`config.mk`:
```
export PLATFORM = sky130hd
export DESIGN_NAME = oc_addsub
export DESIGN_NICKNAME = d
export VERILOG_FILES = /design/src/rtl/ocadd_pkg.sv /design/src/rtl/oc_operand_prep.sv /design/src/rtl/oc_raw_adder.sv /design/src/rtl/oc_eac.sv /design/src/rtl/oc_addsub.sv
export SDC_FILE = /design/constraint.sdc
export NUM_CORES = 1
export LEC_CHECK = 0
export BUFFER_PORTS_ARGS = -buffer_cell sky130_fd_sc_hd__buf_2
export CORE_AREA = 2 2 39 41
export DETAILED_ROUTE_END_ITERATION = 8
export DIE_AREA = 0 0 41 43
export GPL_ROUTABILITY_DRIVEN = 0
export PLACE_DENSITY = 0.74
export RECOVER_POWER = 100
export SLEW_MARGIN = 20
export SYNTH_ARGS = -nofsm -noshare
export SYNTH_HDL_FRONTEND = slang
export SYNTH_SLANG_ARGS = --single-unit
```
`constraint.sdc`:
```
create_clock -name vclk -period 13.61
set_input_delay 1.361 -clock vclk [all_inputs]
set_output_delay 1.361 -clock vclk [all_outputs]
set_load 0.05 [all_outputs]
```
`src/rtl/ocadd_pkg.sv`:
```
package ocadd_pkg;

  // Signed overflow: the two addends agree in sign and the sum disagrees.
  function automatic logic sign_overflow(input logic sa, input logic sb, input logic ss);
    return (sa == sb) && (ss != sa);
  endfunction

  // Full-adder sum and carry for one bit position.
  function automatic logic fa_sum(input logic x, input logic y, input logic ci);
    return x ^ y ^ ci;
  endfunction

  function automatic logic fa_carry(input logic x, input logic y, input logic ci);
    return (x & y) | (ci & (x ^ y));
  endfunction

endpackage

```
`src/rtl/oc_operand_prep.sv`:
```
module oc_operand_prep #(
  parameter int N = 8
) (
  input  logic [N-1:0] b,
  input  logic         sub,
  output logic [N-1:0] eb
);
  // Negation in ones' complement is a bitwise inversion.
  assign eb = b ^ {N{sub}};
endmodule

```
`src/rtl/oc_raw_adder.sv`:
```
module oc_raw_adder #(
  parameter int N = 8
) (
  input  logic [N-1:0] x,
  input  logic [N-1:0] z,
  output logic [N-1:0] raw_sum,
  output logic         raw_cout
);
  import ocadd_pkg::*;

  logic [N:0] chain;
  assign chain[0] = 1'b0;

  for (genvar i = 0; i < N; i++) begin : g_bit
    assign raw_sum[i]  = fa_sum(x[i], z[i], chain[i]);
    assign chain[i+1]  = fa_carry(x[i], z[i], chain[i]);
  end

  assign raw_cout = chain[N];
endmodule

```
`src/rtl/oc_eac.sv`:
```
module oc_eac #(
  parameter int N              = 8,
  parameter bit NORMALIZE_ZERO = 1'b0
) (
  input  logic [N-1:0] raw_sum,
  input  logic         raw_cout,
  output logic [N-1:0] corr,
  output logic [N-1:0] y,
  output logic         neg_zero
);
  localparam logic [N-1:0] ALL_ONES = {N{1'b1}};

  logic         eac_cout;
  logic [N:0]   wide;

  assign wide     = {1'b0, raw_sum} + {{N{1'b0}}, raw_cout};
  assign eac_cout = wide[N];
  assign corr     = wide[N-1:0];
  assign neg_zero = (corr == ALL_ONES);

  if (NORMALIZE_ZERO) begin : g_norm
    assign y = neg_zero ? '0 : corr;
  end else begin : g_keep
    assign y = corr;
  end

  always_comb begin
    // feeding the carry back in never carries out again
    p_no_second_carry_r3: assert (!eac_cout);
    // a fed-back carry means the raw sum was below all ones
    p_raw_headroom_r3: assert (!raw_cout || (raw_sum != ALL_ONES));
  end
endmodule

```
`src/rtl/oc_addsub.sv`:
```
module oc_addsub #(
  parameter int N              = 8,
  parameter bit NORMALIZE_ZERO = 1'b0
) (
  input  logic [N-1:0] a,
  input  logic [N-1:0] b,
  input  logic         sub,
  output logic [N-1:0] y,
  output logic         ovf,
  output logic         neg_zero
);
  import ocadd_pkg::*;

  localparam int MSB = N - 1;

  logic [N-1:0] eb;
  logic [N-1:0] raw_sum;
  logic         raw_cout;
  logic [N-1:0] corr;

  oc_operand_prep #(.N(N)) u_prep (
    .b   (b),
    .sub (sub),
    .eb  (eb)
  );

  oc_raw_adder #(.N(N)) u_add (
    .x        (a),
    .z        (eb),
    .raw_sum  (raw_sum),
    .raw_cout (raw_cout)
  );

  oc_eac #(.N(N), .NORMALIZE_ZERO(NORMALIZE_ZERO)) u_eac (
    .raw_sum  (raw_sum),
    .raw_cout (raw_cout),
    .corr     (corr),
    .y        (y),
    .neg_zero (neg_zero)
  );

  assign ovf = sign_overflow(a[MSB], eb[MSB], corr[MSB]);

  always_comb begin
    // mixed-sign addends never overflow
    p_mixed_no_ovf_r5: assert ((a[MSB] == eb[MSB]) || !ovf);
    // an overflow never coincides with the all-ones zero
    p_ovf_not_negzero_r4: assert (!(ovf && neg_zero));
    // two all-zero addends give the all-zero result
    p_pos_zero_r8: assert (!((a == '0) && (eb == '0)) || ((y == '0) && !neg_zero && !ovf));
    // a reported negative zero shows on y as all ones or, normalized, all zeros
    p_negzero_out_r7: assert (!neg_zero || (NORMALIZE_ZERO ? (y == '0) : (y == {N{1'b1}})));
  end
endmodule

```
==> metrics.md <==
| Metric | Value |
|---|---|
| Period utilization | `0.5315` |
| Final Hold Viols | `0` |
| Avg Synthesized Cell Area | `9.809 um^2` |
| Max cap viols | `0` |
| Die W | `41 um` |
| Sequential area share after synthesis | `0` |
| Crit path capture type | `output port` |
| PwrDens | `129.6 mW/mm^2` |
| Worst path max stage delay | `480 ps` |
| Outcome | `finished, final reports clean` |
| Minimum clock period | `7233 ps` |
| Final Max Tran Viols | `0` |
| Post-layout util | `0.4539` |
| Core Footprint | `0.001384 mm^2` |
| CP Max Fanout | `8` |
| # diodes | `0` |
| Grt total ovfl | `0` |
| DRC | `0` |
| Slowest-stage cell, CP | `clkbuf_1` |
| Setup TNS Final | `0 ps` |
| WP data required | `12,250 ps` |
| Pleak | `0.2868 nW` |
| Fmax | `138.3 MHz` |
| DP HPWL | `852.1 um` |
| Pin count of the biggest net entering global routing | `9` |
| First-pass GRT wire length | `1566 um` |
| Flip-flop and latch area | `0 um^2` |
| Critical path class | `in2out` |
| CP arrival | `5870 ps` |
| Placed cell areas | `640.6 um^2` |
| Syn nets | `78` |
| Routed Antenna Nets | `0` |
| Layout cells sized above 1 | `0.2632` |
| Critical path buffers and inverters | `4` |
| Crit-path most repeated cell | `fa_1` |
| Final Power | `81.38 uW` |
| Sw power | `58.16 uW` |
| Top cells by area, synth | `fa_1, xor2_1, xnor2_1, ha_1, xnor3_1` |
| Fin area | `628.1 um^2` |
| Yosys warnings | `0` |
| Unrepaired setup endpoints after global routing | `no` |
| Total wire length | `889 um` |
| Total number of vias | `428` |
| Total internal power | `23.21 uW` |
| Final WS setup | `6377 ps` |
| Pre-CTS setup slack | `6552 ps` |
| Worst slew pin tran | `604.4 ps` |
| Clk pwr share | `0` |
| # nets final | `106` |
| Post-synthesis cell area | `490.5 um^2` |
| Layout area overhead | `28.06%` |
| Starting density of the core | `0.3544` |
| Relative slew margins | `0.5988` |
| Number of global-route vias before repair | `390` |
| Post-synth cell types | `21` |
| TritonRoute pass-1 iters | `2` |
| DR vias/cell | `4.652` |
| Post_cts resized | `0` |
| Net Sw Frac | `0.7148` |
| Setup repair bufs after CTS | `0` |
| Setup-failing EPs final | `0` |
| Largest area contributor in the netlist | `fa_1` |
| Clk_buf instances | `0` |
| Hold Crit Class | `in2out` |
| Die area | `0.001763 mm^2` |
| Port Buffer Count | `27` |
| Top cell type's share of synthesized area | `0.2857` |
| Ports | `27` |
| Startpoint Class | `input pin` |
| Antenna violations before repair | `0` |
| Initial DRC count | `4` |
| Wire per inst | `9.663 um` |
| Crit-path cells | `buf_2 > xor2_1 > ha_1 > fa_1 > fa_1 > fa_1 > fa_1 > fa_1 > fa_1 > inv_1 > fa_1 > inv_1 > ha_1 > nand4bb_1 > a21boi_0 > a31oi_1 > nor3b_2 > clkbuf_1` |
| CTS Hold Bufs | `0` |
| All-layer global routing usage | `0.1196` |
| Max VDD drop | `0.00007431 V` |
| CP delay by family, top | `adder cells` |
| Num sequential | `0` |
| Die Span Y | `43 um` |
| Combinational group share of total power | `1.000` |
| Sequential Power Share | `0` |
| Synth Instances | `50` |
| Row count | `14` |
-- cells in the mapped netlist --
library cell	n
nand3_2	1
nor3_4	1
fa_1	7
and4_1	1
a31oi_1	1
nor3b_2	1
nand4bb_1	1
nand4_1	1
and3_1	1
buf_2	1
o21ai_0	1
nand3b_1	1
xnor3_1	1
ha_1	4
xnor2_1	6
nand3_1	2
xor2_1	9
a21boi_0	1
nor2_1	2
nand2_1	2
inv_1	5
-- layer usage --
metal | GRT usage | wire length [um]
met1 | 0.1921 | 375
met2 | 0.1875 | 460
met3 | 0 | 53
met4 | 0 | 0
met5 | 0 | 0
-- layout make-up --
cell class	instances	area, um^2
Multi-Input combinational cell	44	466.7
Tap cell	16	20.02
Timing Repair Buffer	27	122.6
Fill cell	159	755.7
Inverter	5	18.77
-- cell usage in the layout, fill, tap and decap left out, drive strengths merged --
cell type	synthesis	routed
nand4bb	1	1
a21boi	1	1
xnor2	6	6
xnor3	1	1
nor2	2	2
nor3b	1	1
o21ai	1	1
and3	1	1
nand2	2	2
clkbuf	0	10
nand3b	1	1
ha	4	4
fa	7	7
nand3	3	3
nor3	1	1
and4	1	1
nand4	1	1
xor2	9	9
a31oi	1	1
inv	5	5
buf	1	17
-- cells by family (layout without fill, tap and decap cells) --
| group | Yosys count | in the layout | synth area share |
|---|---|---|---|
| buf+inv | 6 | 32 | 0.04846 |
| simple gates | 14 | 14 | 0.2118 |
| xor+xnor | 16 | 16 | 0.3138 |
| compound gates | 3 | 3 | 0.03827 |
| fa+ha+maj | 11 | 11 | 0.3878 |
-- metrics by stage --
step | hold WS, ps | instances
2_1_floorplan | 3013 | 50
3_3_place_gp | 3159 | 92
3_5_place_dp | 3175 | 92
4_1_cts | 3176 | 92
5_1_grt | 3281 | 92
6_report | 3254 | 92
-- tightest hold or removal path, cell delays in order --
cell,delay (ps)
buf_2,90
ha_1,130
nor2_1,40
clkbuf_1,280
-- power by group through the flow --
stage	registers (mW)	logic [mW]	clock network, mW
after floorplan	0	0.0682	0
after global placement	0	0.0835	0
after detailed placement	0	0.0846	0
after CTS	0	0.0846	0
after global routing	0	0.0880	0
final	0	0.0814	0
-- path summary, 6_finish.rpt --
kind	end	startpoint	cells past startpoint	slack, ps
min	ovf	a[7]	4	3250
max	neg_zero	sub	18	6380
No activity file was read; power rests on OpenSTA's default activity.
